## config.mk

```make
export PLATFORM = sky130hd
export DESIGN_NAME = dma_port_decode
export DESIGN_NICKNAME = d
export VERILOG_FILES = /design/src/rtl/dma_dec_pkg.sv /design/src/rtl/dma_port_classify.sv /design/src/rtl/dma_page_bank.sv /design/src/rtl/dma_read_mux.sv /design/src/rtl/dma_port_decode.sv
export SDC_FILE = /design/constraint.sdc
export NUM_CORES = 1
export LEC_CHECK = 0
export BUFFER_PORTS_ARGS = -buffer_cell sky130_fd_sc_hd__buf_4
export CORE_ASPECT_RATIO = 1.4
export CORE_MARGIN = 10
export CORE_UTILIZATION = 43
export DETAILED_ROUTE_END_ITERATION = 16
export PLACE_DENSITY_LB_ADDON = 0.15
export RECOVER_POWER = 50
export SLEW_MARGIN = 30
export SYNTH_ARGS = -nofsm -noshare
export SYNTH_HDL_FRONTEND = slang
export SYNTH_SLANG_ARGS = --single-unit
```

## constraint.sdc

```tcl
create_clock -name clk -period 1.8 [get_ports clk]
set_input_delay 0.27 -clock clk [delete_from_list [all_inputs] [get_ports clk]]
set_output_delay 0.27 -clock clk [all_outputs]
set_load 0.02 [all_outputs]
```

## src/rtl/dma_dec_pkg.sv

```systemverilog
package dma_dec_pkg;
    localparam int PORT_W = 8;
    localparam int IDX_W  = 4;
    localparam int CHAN_W = 3;
    localparam int NCHAN  = 1 << CHAN_W;

    typedef enum logic [1:0] {
        TGT_NONE = 2'd0,
        TGT_PRI  = 2'd1,
        TGT_SEC  = 2'd2,
        TGT_PAGE = 2'd3
    } tgt_e;

    typedef struct packed {
        tgt_e              tgt;
        logic [IDX_W-1:0]  idx;
        logic [CHAN_W-1:0] chan;
    } dec_s;
endpackage

```

## src/rtl/dma_port_classify.sv

```systemverilog
module dma_port_classify
    import dma_dec_pkg::*;
(
    input  logic [PORT_W-1:0] port,
    input  logic              sec_en,
    output dec_s              dec
);
    logic is_pri, is_sec, is_page_lo, is_page_hi;
    logic [CHAN_W-2:0] low_chan;

    always_comb begin
        is_pri     = (port[7:4] == 4'h0);
        is_sec     = sec_en && (port[7:5] == 3'b110);
        is_page_lo = (port[7:2] == 6'b100000) && (port[1:0] != 2'b00);
        is_page_hi = sec_en && (port[7:2] == 6'b100010) && (port[1:0] != 2'b00);

        // port low bits 1,2,3 select channel 2,3,1 of each group
        case (port[1:0])
            2'd1:    low_chan = 2'd2;
            2'd2:    low_chan = 2'd3;
            default: low_chan = 2'd1;
        endcase

        dec = '0;
        if (is_pri) begin
            dec.tgt = TGT_PRI;
            dec.idx = port[IDX_W-1:0];
        end else if (is_sec) begin
            dec.tgt = TGT_SEC;
            dec.idx = port[IDX_W:1];
        end else if (is_page_lo || is_page_hi) begin
            dec.tgt  = TGT_PAGE;
            dec.chan = {port[3], low_chan};
        end
    end
endmodule

```

## src/rtl/dma_page_bank.sv

```systemverilog
module dma_page_bank
    import dma_dec_pkg::*;
#(
    parameter int DATA_W = 8
) (
    input  logic                    clk,
    input  logic                    rst_n,
    input  logic                    wr_en,
    input  logic [CHAN_W-1:0]       chan,
    input  logic [DATA_W-1:0]       wdata,
    output logic [DATA_W-1:0]       rdata,
    output logic [NCHAN*DATA_W-1:0] pages_flat
);
    localparam int GROUP = NCHAN / 2;

    typedef struct packed {
        logic [NCHAN-1:0][DATA_W-1:0] pg;
    } bank_s;

    bank_s bank_d, bank_q;

    always_comb begin
        bank_d = bank_q;
        for (int i = 0; i < NCHAN; i++) begin
            // the first channel of each controller has no page register
            if (wr_en && (chan == CHAN_W'(i)) && ((i % GROUP) != 0))
                bank_d.pg[i] = wdata;
        end
    end

    always_ff @(posedge clk or negedge rst_n) begin
        if (!rst_n) bank_q <= '0;
        else        bank_q <= bank_d;
    end

    assign rdata = bank_q.pg[chan];

    for (genvar g = 0; g < NCHAN; g++) begin : g_out
        assign pages_flat[g*DATA_W +: DATA_W] = bank_q.pg[g];
    end
endmodule

```

## src/rtl/dma_read_mux.sv

```systemverilog
module dma_read_mux
    import dma_dec_pkg::*;
#(
    parameter int DATA_W = 8
) (
    input  tgt_e              tgt,
    input  logic              rd,
    input  logic [DATA_W-1:0] pri_rdata,
    input  logic [DATA_W-1:0] sec_rdata,
    input  logic [DATA_W-1:0] page_rdata,
    output logic [DATA_W-1:0] rdata
);
    always_comb begin
        rdata = '0;
        if (rd) begin
            case (tgt)
                TGT_PRI:  rdata = pri_rdata;
                TGT_SEC:  rdata = sec_rdata;
                TGT_PAGE: rdata = page_rdata;
                default:  rdata = '0;
            endcase
        end
    end
endmodule

```

## src/rtl/dma_port_decode.sv

```systemverilog
module dma_port_decode
    import dma_dec_pkg::*;
#(
    parameter int DATA_W = 8
) (
    input  logic              clk,
    input  logic              rst_n,
    input  logic              sec_enable,
    input  logic [7:0]        io_port,
    input  logic [DATA_W-1:0] io_wdata,
    input  logic              io_rd,
    input  logic              io_wr,
    output logic [DATA_W-1:0] io_rdata,
    output logic              io_claim,
    output logic              pri_rd,
    output logic              pri_wr,
    output logic [3:0]        pri_idx,
    output logic [DATA_W-1:0] pri_wdata,
    input  logic [DATA_W-1:0] pri_rdata,
    output logic              sec_rd,
    output logic              sec_wr,
    output logic [3:0]        sec_idx,
    output logic [DATA_W-1:0] sec_wdata,
    input  logic [DATA_W-1:0] sec_rdata,
    output logic [DATA_W-1:0] page_c1,
    output logic [DATA_W-1:0] page_c2,
    output logic [DATA_W-1:0] page_c3,
    output logic [DATA_W-1:0] page_c5,
    output logic [DATA_W-1:0] page_c6,
    output logic [DATA_W-1:0] page_c7
);
    dec_s                    dec;
    logic [DATA_W-1:0]       page_rdata;
    logic [NCHAN*DATA_W-1:0] pages_flat;
    logic                    access;

    dma_port_classify u_cls (
        .port   (io_port),
        .sec_en (sec_enable),
        .dec    (dec)
    );

    assign access    = io_rd | io_wr;
    assign io_claim  = access && (dec.tgt != TGT_NONE);
    assign pri_rd    = io_rd && (dec.tgt == TGT_PRI);
    assign pri_wr    = io_wr && (dec.tgt == TGT_PRI);
    assign sec_rd    = io_rd && (dec.tgt == TGT_SEC);
    assign sec_wr    = io_wr && (dec.tgt == TGT_SEC);
    assign pri_idx   = dec.idx;
    assign sec_idx   = dec.idx;
    assign pri_wdata = io_wdata;
    assign sec_wdata = io_wdata;

    dma_page_bank #(.DATA_W(DATA_W)) u_bank (
        .clk        (clk),
        .rst_n      (rst_n),
        .wr_en      (io_wr && (dec.tgt == TGT_PAGE)),
        .chan       (dec.chan),
        .wdata      (io_wdata),
        .rdata      (page_rdata),
        .pages_flat (pages_flat)
    );

    dma_read_mux #(.DATA_W(DATA_W)) u_mux (
        .tgt        (dec.tgt),
        .rd         (io_rd),
        .pri_rdata  (pri_rdata),
        .sec_rdata  (sec_rdata),
        .page_rdata (page_rdata),
        .rdata      (io_rdata)
    );

    assign page_c1 = pages_flat[1*DATA_W +: DATA_W];
    assign page_c2 = pages_flat[2*DATA_W +: DATA_W];
    assign page_c3 = pages_flat[3*DATA_W +: DATA_W];
    assign page_c5 = pages_flat[5*DATA_W +: DATA_W];
    assign page_c6 = pages_flat[6*DATA_W +: DATA_W];
    assign page_c7 = pages_flat[7*DATA_W +: DATA_W];
endmodule

```

==> results.md, run 1 <==
* Routed Antenna Nets at 0
* Worst Hold Path Cells at 3
* Max cap viols at 0
* Cell Area, Placed at 4078 µm²
* # H-tree levels at 2
* Hold Path Origin: io_wdata[6]
* Critical path arrival at 1880 ps
* Antenna violations before repair at 0
* Die Y-Extent at 114.7 µm
* Post-synthesis instance area at 2756 µm²
* LEAKAGE at 2.205 nW
* Most common cell after layout, fill and taps aside: buf_4
* RR Startpoint: u_bank.pages_flat[20]$_DFFE_PN0P_
* WP data required at 1530 ps
* Setup crit end kind: primary output
* First-pass GRT wire length at 14.92 mm
* Die Area at 10,060 µm²
* CP Class: input pin to primary output
* Worst Slack Setup Final at -354.1 ps
* Routed len/inst at 21.75 µm
* Netlist cell types at 40
* Status: complete, but fails checks
* Post-layout util at 73.67%
* Worst hold slack at 231.7 ps
* DP HPWL at 7.416 mm
* Post-synth top flop: dfrtp_1
* Synthesized Nets at 274
* Layout cells sized above 1 at 70.76%
* Final Critical Period at 2154 ps
* Design Area, Final at 4576 µm²
* Clk_lat worst skew at 300 ps
* Drt first pass iters at 5
* Syn Area/Cell at 11.73 µm²
* Core Footprint at 6211 µm²
* Yosys warns at 0
* Unrepaired setup endpoints after global routing: yes
* Slew margin rel. at 20.05%
* Global route total overflow at 0
* Area growth from synthesis to layout at 66.00%
* Cells after DPL at 444
* Min-Delay Path Class: input pin to flip-flop
* Synth async-reset ratio at 100.0%
* Ant. Diodes at 0
* Final hold vios at 0
* Pins Over Slew Limit at 0
* Failing checks: negative setup slack
* # setup viols final at 9
* DR iter-0 viols at 134
* Global Route Usage Sum at 18.70%
* Worst reg2reg endpoint: u_bank.pages_flat[20]$_DFFE_PN0P_
* Peak VDD IR at 0.4717 mV
* Die width at 87.67 µm
* Post-synth EDFFs at 0
* Most frequent cells in the layout: buf_4, mux2_2, dfrtp_1
* Hold endpoint: u_bank.pages_flat[22]$_DFFE_PN0P_
* Clock-pin slew on the worst setup and hold paths at 90 ps
* Fin cells at 479
* Max reg flops at 48
* Power Dens Cells at 586.4 nW/µm²
* Routed wire length at 10.42 mm
* Clk sinks at 48
* CTS Buf Count at 5
* Input/output buffers at 121
* Worst-Margin Slew at 1199 ps
* Peak Freq at 464.2 MHz
* Fin nets at 445
* Yosys reg bits at 48
* Critical Path Fanout Max at 7
* # rows at 34
* Total number of vias at 2,692
* Clock Root Buffer: clkbuf_8
* Period utilization at 119.7%
* DRC at 0
* DR vias/cell at 5.620
* Post-Synthesis Cells at 235
* Reg2reg path depth at 2
* Flop2flop setup slack at 890 ps
* Initial Utilization at 44.38%
* Clk_skew at 0 ps
* GP Congestion at 0.9091
* Fillers at 448
* Register area share after synthesis at 43.58%
* I/O Pins at 122
* Critical path launch point type: input pin
* Largest net degree at the start of global routing at 49
* Max Root-Sink Buffers at 2
* TritonCTS clock tree: yes
* Vias in the first global route at 2,848
-- report_power, final --
part | internal (mW) | switching [mW] | leakage (nW)
combinational | 0.321 | 0.369 | 1.48
sequential | 1.12 | 0.0382 | 0.660
clock | 0.455 | 0.381 | 0.0614
total | 1.89 | 0.788 | 2.21
-- worst max-delay path: stages --
cell,delay (ps)
buf_12,110
inv_12,50
ha_4,190
buf_8,160
buf_6,110
mux2_4,290
a22oi_2,160
nor3_2,80
a221oi_2,250
a21oi_4,90
buf_6,130
-- logic make-up (layout without fill, tap and decap cells) --
| group | Yosys count | count (layout) | synth area share (%) |
|---|---|---|---|
| AOI/OAI and AO/OA | 44 | 44 | 11.85 |
| adders and majority gates | 2 | 2 | 0.9077 |
| buffers and inverters | 34 | 205 | 7.762 |
| DFF | 48 | 48 | 43.58 |
| muxes | 58 | 58 | 23.70 |
| and+or+nand+nor | 49 | 50 | 12.21 |
-- synthesized netlist by cell type (3+ instances only) --
library cell / instances / area share [%]
mux2_2: 58 / 24
dfrtp_1: 48 / 44
buf_4: 21 / 5.7
nor2_1: 10 / 1.4
a221oi_1: 9 / 2.9
a22oi_1: 9 / 2.5
nor3_1: 8 / 1.5
a21oi_1: 6 / 1.1
buf_2: 6 / 1.1
a211oi_1: 5 / 1.4
a22o_1: 5 / 1.6
and2_1: 4 / 0.91
inv_1: 4 / 0.54
nand2_1: 4 / 0.54
nor2b_1: 4 / 0.91
o22ai_1: 3 / 0.68
or3_1: 3 / 0.68
-- through the flow --
step	TNS, ps	power [mW]	setup WS (ps)
floorplan	-279.1	1.481	-72.44
global placement	-14040	1.759	-401.0
detailed placement	-14740	1.768	-424.1
CTS	-2391	2.639	-354.3
global route	-3136	2.772	-410.6
finish	-2354	2.683	-354.1
-- area by class of cell --
type                            instances  area, µm²  area share [%]
Sequential cell                        48       1201           26.25
Inverter                                4      30.03          0.6563
Multi-Input combinational cell        154       1683           36.78
Clock inverter                          2      38.79          0.8477
Clock buffer                            6      82.58           1.805
Timing Repair Buffer                  193       1450           31.69
Tap cell                               72      90.09           1.969
-- how the worst max path moves through the flow --
stage          startpoint     endpoint  slack [ps]  cells past startpoint
2_1_floorplan  io_port[1]  io_rdata[6]         -70                      8
3_3_place_gp   io_port[1]  io_rdata[7]        -400                     10
3_5_place_dp   io_port[1]  io_rdata[5]        -420                      9
4_1_cts        io_port[1]  io_rdata[6]        -350                     10
5_1_grt        io_port[1]  io_rdata[4]        -410                     12
6_report       io_port[1]  io_rdata[0]        -350                     11
-- per-layer routing --
| metal | GRT usage [%] | share of wire [%] | wire length (µm) |
|---|---|---|---|
| met5 | 0 | 0 | 0 |
| met4 | 6.716 | 2.9 | 301 |
| met3 | 5.166 | 6.4 | 666 |
| met2 | 32.00 | 52 | 5428 |
| met1 | 21.60 | 39 | 4020 |
-- repair_timing --
| action | 4_1_cts | 5_1_grt |
|---|---|---|
| buffers inserted | 16 | 9 |
| cloned | 0 | 2 |
| resized for setup | 21 | 41 |
| hold buffers | 1 | 0 |
| hold endpoints to repair | 28 | 0 |
| setup endpoints to repair | 16 | 32 |
| pin swaps | 13 | 27 |
(Power assumes the default switching activity.)
==> inputs of run 2 (changes only) <==
- MAX_ROUTING_LAYER: not set -> met4
==> run 2 against run 1 <==
Compared with the run above:
- the flow still finishes with violations (negative setup slack)
- critical path type unchanged
- first-iteration DRC count decreased by 17%
- largest cell class unchanged
- largest power group unchanged
- highest routed layer unchanged
- via count fell by 1.4%
- critical path depth did not move
- sequential power about the same
- sequential share of layout area rose by 0.32 points
- register-to-register slack barely moved
==> results.md, run 2 (synthesized netlist as in run 1, its figures left out) <==
* Clk network pwr share at 31.2% (about the same)
* Clock-pin slew on the worst setup and hold paths at 90 ps (about the same)
* Flop2flop setup slack at 890 ps (about the same)
* Final Critical Period at 2162 ps (was 2154 ps)
* Ant. Diodes at 0 (unchanged)
* Hold Path Origin: io_wdata[6] (unchanged)
* Met1 WL at 4.007 mm (was 4.020 mm)
* Worst path cell trace: buf_12 > inv_12 > ha_4 > buf_8 > buf_6 > mux2_4 > a22oi_2 > nor3_2 > a221oi_2 > a21oi_4 > buf_6 (unchanged)
* Setup crit end kind: primary output (unchanged)
* Worst-Margin Slew at 1185 ps (was 1199 ps)
* DP HPWL at 7.416 mm (unchanged)
* Clk sinks at 48 (unchanged)
* Peak Freq at 462.5 MHz (was 464.2 MHz)
* Tot Pwr at 2.671 mW (was 2.683 mW)
* Most frequent cells in the layout: buf_4, mux2_2, dfrtp_1 (unchanged)
* Pins Over Slew Limit at 0 (unchanged)
* Layout cells sized above 1 at 70.44% (was 70.76%)
* Clk_lat worst skew at 300 ps (about the same)
* Reg2reg path depth at 2 (unchanged)
* Die width at 87.67 µm (unchanged)
* Input/output buffers at 121 (unchanged)
* Worst Slack Setup Final at -362.2 ps (was -354.1 ps)
* Clock Root Buffer: clkbuf_8 (unchanged)
* Clk_skew at 0 ps (unchanged)
* GP Congestion at 0.9248 (was 0.9091)
* Peak VDD IR at 0.4736 mV (was 0.4717 mV)
* Fin nets at 444 (was 445)
* Final hold vios at 0 (unchanged)
* DRC at 0 (unchanged)
* Met2 Wirelength at 5.334 mm (was 5.428 mm)
* Hold endpoint: u_bank.pages_flat[22]$_DFFE_PN0P_ (unchanged)
* TritonCTS clock tree: yes (unchanged)
* Core Footprint at 6211 µm² (unchanged)
* First-pass GRT wire length at 14.87 mm (was 14.92 mm)
* Status: complete, but fails checks (unchanged)
* Initial Utilization at 44.38% (unchanged)
* Top cell by count, worst path: buf_6 (unchanged)
* Slowest CP cell: mux2_4 (unchanged)
* Worst reg2reg endpoint: u_bank.pages_flat[20]$_DFFE_PN0P_ (unchanged)
* Routed Antenna Nets at 0 (unchanged)
* Global route total overflow at 0 (unchanged)
* Routed wire length at 10.27 mm (was 10.42 mm)
* Max reg flops at 48 (unchanged)
* Drt first pass iters at 4 (was 5)
* Sequential power share at 43.3% (was 43.1%)
* Antenna violations before repair at 0 (unchanged)
* Most common cell after layout, fill and taps aside: buf_4 (unchanged)
* Fin Setup TNS at -2337 ps (was -2354 ps)
* Cells after DPL at 444 (unchanged)
* # H-tree levels at 2 (unchanged)
* Critical path arrival at 1890 ps (was 1880 ps)
* Worst Hold Path Cells at 3 (unchanged)
* Met3 wire len at 683 µm (was 666 µm)
* Period utilization at 120.1% (was 119.7%)
* Max cap viols at 0 (unchanged)
* DR vias/cell at 5.550 (was 5.620)
* Critical Path Fanout Max at 7 (unchanged)
* I/O Pins at 122 (unchanged)
* Die Area at 10,060 µm² (unchanged)
* Max Root-Sink Buffers at 2 (unchanged)
* Slowest stage delay, CP at 290 ps (about the same)
* Failing checks: negative setup slack (unchanged)
* # setup viols final at 8 (was 9)
* Die Y-Extent at 114.7 µm (unchanged)
* RR Startpoint: u_bank.pages_flat[20]$_DFFE_PN0P_ (unchanged)
* CTS Buf Count at 5 (unchanged)
* Unrepaired setup endpoints after global routing: yes (unchanged)
* Top layer in use: met4 (unchanged)
* Vias in the first global route at 2,859 (was 2,848)
* CP Class: input pin to primary output (unchanged)
* Power share of the combinational group at 25.5% (was 25.7%)
* Slew margin rel. at 21.02% (was 20.05%)
* LEAKAGE at 2.175 nW (was 2.205 nW)
* Routed len/inst at 21.49 µm (was 21.75 µm)
* Area growth from synthesis to layout at 64.00% (was 66.00%)
* Global Route Usage Sum at 19.22% (was 18.70%)
* Largest net degree at the start of global routing at 49 (unchanged)
* Power Dens Cells at 590.8 nW/µm² (was 586.4 nW/µm²)
* WP data required at 1530 ps (about the same)
* Min-Delay Path Class: input pin to flip-flop (unchanged)
* Critical path launch point type: input pin (unchanged)
* Fin cells at 478 (was 479)
* Switch Pwr at 782.7 µW (was 788.5 µW)
* DR iter-0 viols at 111 (was 134)
* Total number of vias at 2,653 (was 2,692)
* # rows at 34 (unchanged)
* Switching share of total power at 29.31% (was 29.39%)
* Internal power at 1.888 mW (was 1.894 mW)
run 2: cell count changes in the layout (fill, tap and decap cells not counted), sizes merged:
cell    delta
buf        -3
clkbuf     +2
run 2: repair_timing:
action                                 4_1_cts  5_1_grt
gates resized for setup                     21       36
hold buffers                                 1        0
buffers inserted                            16        8
cloned                                       0        2
pin swaps                                   13       24
setup endpoints to repair                   16       33
endpoints found under the hold margin       28        0
run 2: layout make-up:
cell class	instances	area (µm²)
Inverter	4	30.03
Fill cell	457	1690
Tap cell	72	90.09
Clock inverter	2	38.79
Sequential cell	48	1201
Clock buffer	6	82.58
Timing Repair Buffer	192	1408
Multi-Input combinational cell	154	1670
run 2: through the flow:
stage | util [%] | setup WS [ps] | hold WS, ps | instance area [µm²]
3_3_place_gp | 65.65 | -401.0 | 318.0 | 4078
4_1_cts | 71.19 | -354.3 | 234.5 | 4422
2_1_floorplan | - | -72.44 | -25.59 | 2952
6_report | 72.78 | -362.2 | 231.2 | 4521
3_5_place_dp | 65.65 | -424.1 | 321.5 | 4078
5_1_grt | 72.78 | -411.6 | 257.8 | 4521
run 2: critical path, delay by kind of cell:
kind | cells | cell delay (ps)
buffers and inverters | 5 | 560
AND/OR/NAND/NOR | 1 | 80
adder cells (fa/ha/maj) | 1 | 190
AO/OA/AOI/OAI | 3 | 490
multiplexers | 1 | 290
run 2: power by group through the flow:
stage | clock network (mW) | logic, mW | registers, mW
finish | 0.833 | 0.681 | 1.16
global route | 0.878 | 0.722 | 1.16
CTS | 0.842 | 0.644 | 1.15
detailed placement | 0 | 0.594 | 1.17
global placement | 0 | 0.585 | 1.17
floorplan | 0 | 0.264 | 1.22
run 2: how the worst max path moves through the flow:
stage | start | endpoint | slack (ps)
after floorplan | io_port[1] | io_rdata[6] | -70
after global placement | io_port[1] | io_rdata[7] | -400
after detailed placement | io_port[1] | io_rdata[5] | -420
after CTS | io_port[1] | io_rdata[6] | -350
after global routing | io_port[1] | io_rdata[4] | -410
final | io_port[1] | io_rdata[0] | -360
run 2: routing by layer:
metal | global-route usage, % | up-vias
met5 | - | -
met4 | 6.716 | 0
met1 | 21.90 | 1311
li1 | - | 1210
met3 | 4.246 | 19
met2 | 32.20 | 113
==> inputs of run 3 (changes only) <==
- CORE_UTILIZATION: 43 -> 35
==> run 3 against run 2 <==
Compared with the run above:
- the flow still finishes with violations (negative setup slack)
- non-clock buffer count fell by 4
- sequential power barely moved
- sequential share of layout area fell by 0.26 points
- first-iteration DRC count fell by 32%
- cell count rose by 4.8%
- clock power fell by 5.6%
- critical path type unchanged
==> results.md, run 3 (synthesized netlist as in run 1, its figures left out) <==
* Status: complete, but fails checks (unchanged)
* Failing checks: negative setup slack (unchanged)
* TritonCTS clock tree: yes (unchanged)
* Cells after DPL at 484 (was 444)
* Routed len/inst at 19.28 µm (was 21.49 µm)
* Met3 wire len at 622 µm (was 683 µm)
* Min-Delay Path Class: input pin to flip-flop (unchanged)
* RR Startpoint: u_bank.pages_flat[14]$_DFFE_PN0P_ (was u_bank.pages_flat[20]$_DFFE_PN0P_)
* Critical Path Fanout Max at 6 (was 7)
* Pre-CTS setup slack at -445.7 ps (was -424.1 ps)
* Power Dens Cells at 572.8 nW/µm² (was 590.8 nW/µm²)
* Slowest stage delay, CP at 350 ps (was 290 ps)
* Clk_skew at 0 ps (unchanged)
* DR iter-0 viols at 76 (was 111)
* Most frequent cells in the layout: buf_4, mux2_2, dfrtp_1 (unchanged)
* Worst path cell trace: buf_12 > inv_12 > ha_4 > buf_8 > mux2_2 > a22oi_2 > a211oi_2 > a221oi_2 > nor2_2 > buf_6 (was buf_12 > inv_12 > ha_4 > buf_8 > buf_6 > mux2_4 > a22oi_2 > nor3_2 > a221oi_2 > a21oi_4 > buf_6)
* Critical path launch point type: input pin (unchanged)
* Ant. Diodes at 0 (unchanged)
* Most common cell after layout, fill and taps aside: buf_4 (unchanged)
* Peak VDD IR at 0.5155 mV (was 0.4736 mV)
* Antenna violations before repair at 0 (unchanged)
* Met2 Wirelength at 4.850 mm (was 5.334 mm)
* CTS Buf Count at 5 (unchanged)
* Cell depth of the worst setup path at 10 (was 11)
* Layout cells sized above 1 at 69.08% (was 70.44%)
* # setup viols final at 8 (unchanged)
* DP HPWL at 7.375 mm (was 7.416 mm)
* Peak Freq at 462.3 MHz (was 462.5 MHz)
* Max Root-Sink Buffers at 2 (unchanged)
* Fin cells at 501 (was 478)
* Clk_lat worst skew at 290 ps (was 300 ps)
* Worst Hold Path Cells at 2 (was 3)
* Routed wire length at 9.661 mm (was 10.27 mm)
* Worst reg2reg endpoint: u_bank.pages_flat[14]$_DFFE_PN0P_ (was u_bank.pages_flat[20]$_DFFE_PN0P_)
* Total number of vias at 2,510 (was 2,653)
* Slew margin rel. at 17.98% (was 21.02%)
* Worst Slack Setup Final at -362.9 ps (was -362.2 ps)
* Input/output buffers at 121 (unchanged)
* Worst hold slack at 252.1 ps (was 231.2 ps)
* Post-layout util at 59.28% (was 72.78%)
* Worst setup path startpoint: io_port[1] (unchanged)
* Slowest CP cell: mux2_2 (was mux2_4)
* Largest net degree at the start of global routing at 49 (unchanged)
* Die width at 95 µm (was 87.67 µm)
* Sum of buffers and inverters on the critical path at 4 (was 5)
* Routed Antenna Nets at 0 (unchanged)
* Register Area at 1201 µm² (unchanged)
* Clk sinks at 48 (unchanged)
* Critical path arrival at 1890 ps (about the same)
* Flop2flop setup slack at 880 ps (was 890 ps)
* Drt first pass iters at 4 (unchanged)
* Top layer in use: met4 (unchanged)
* Final hold vios at 0 (unchanged)
* First-pass GRT wire length at 15.15 mm (was 14.87 mm)
* Final Critical Period at 2163 ps (was 2162 ps)
* Initial Utilization at 35.79% (was 44.38%)
* Die Y-Extent at 125 µm (was 114.7 µm)
* Clock Root Buffer: clkbuf_8 (unchanged)
* Met1 WL at 4.060 mm (was 4.007 mm)
* Reg2reg path depth at 2 (unchanged)
* Global route total overflow at 0 (unchanged)
* DR vias/cell at 5.010 (was 5.550)
* Period utilization at 120.2% (was 120.1%)
* Pins Over Slew Limit at 0 (unchanged)
* Clock-pin slew on the worst setup and hold paths at 100 ps (was 90 ps)
* Max cap viols at 0 (unchanged)
* Fillers at 683 (was 457)
* Unrepaired setup endpoints after global routing: yes (unchanged)
* WP data required at 1530 ps (about the same)
* # rows at 38 (was 34)
* Vias in the first global route at 2,754 (was 2,859)
* Setup crit end kind: primary output (unchanged)
* Die Area at 11,880 µm² (was 10,060 µm²)
* Worst-Margin Slew at 1230 ps (was 1185 ps)
* LEAKAGE at 2.170 nW (was 2.175 nW)
* Largest delay share family, worst path: compound AO/OA/AOI/OAI gates (was buffers and inverters)
* Core Footprint at 7702 µm² (was 6211 µm²)
* Area growth from synthesis to layout at 65.64% (was 64.00%)
* GP Congestion at 0.8369 (was 0.9248)
* # H-tree levels at 2 (unchanged)
* Fin nets at 439 (was 444)
* CP Class: input pin to primary output (unchanged)
* DRC at 0 (unchanged)
* Global Route Usage Sum at 16.34% (was 19.22%)
* I/O Pins at 122 (unchanged)
* Fin Setup TNS at -2359 ps (was -2337 ps)
* Worst Setup EP: io_rdata[5] (was io_rdata[0])
* Total area of multi-input combinational cells at 1688 µm² (was 1670 µm²)
* Max reg flops at 48 (unchanged)
run 3: changes by cell type in the layout (fill, tap and decap cells not counted), sizes merged:
cell and change:
buf -6, clkinvlp +1, clkbuf +1, nor2 -1
run 3: worst min-delay path by stage:
stage	from	to	slack (ps)
after floorplan	rst_n	u_bank.pages_flat[10]$_DFFE_PN0P_	-30
after global placement	rst_n	u_bank.pages_flat[48]$_DFFE_PN0P_	320
after detailed placement	rst_n	u_bank.pages_flat[48]$_DFFE_PN0P_	330
after CTS	io_wdata[0]	u_bank.pages_flat[24]$_DFFE_PN0P_	250
after global routing	io_wdata[1]	u_bank.pages_flat[9]$_DFFE_PN0P_	260
final	io_wdata[0]	u_bank.pages_flat[24]$_DFFE_PN0P_	250
run 3: cell type report:
type                       instances  share of cell area [%]
multi-input combinational        153                   36.97
timing repair buffer             188                   30.89
clock inverter                     3                  0.9318
sequential                        48                   26.31
inverter                           4                  0.6577
tap                              100                   2.740
clock buffer                       5                   1.507
run 3: per-layer routing:
metal / global-route usage (%) / up-vias
li1: - / 1195
met1: 19.53 / 1224
met2: 26.90 / 83
met3: 3.234 / 8
met4: 4.859 / 0
met5: - / -
run 3: through the flow:
step / power (mW) / cell area [µm²]
final: 2.615 / 4566
after global routing: 2.718 / 4566
after CTS: 2.650 / 4611
after detailed placement: 1.800 / 4240
after global placement: 1.793 / 4240
after floorplan: 1.481 / 2952
run 3: what timing repair did:
action	CTS	global route
setup endpoints to repair	14	14
hold buffers	1	0
resized for setup	47	14
buffers inserted	5	3
pin swaps	23	9
hold endpoints to repair	23	0
run 3: worst register-to-register path, cell delays in order, from the launching register on:
cell and delay, ps:
dfrtp_1 410, buf_4 150, mux2_2 250
run 3: power breakdown:
group	total, mW	internal (mW)	switching [mW]
registers	1.16	1.12	0.0376
logic	0.674	0.320	0.354
clock network	0.786	0.411	0.374
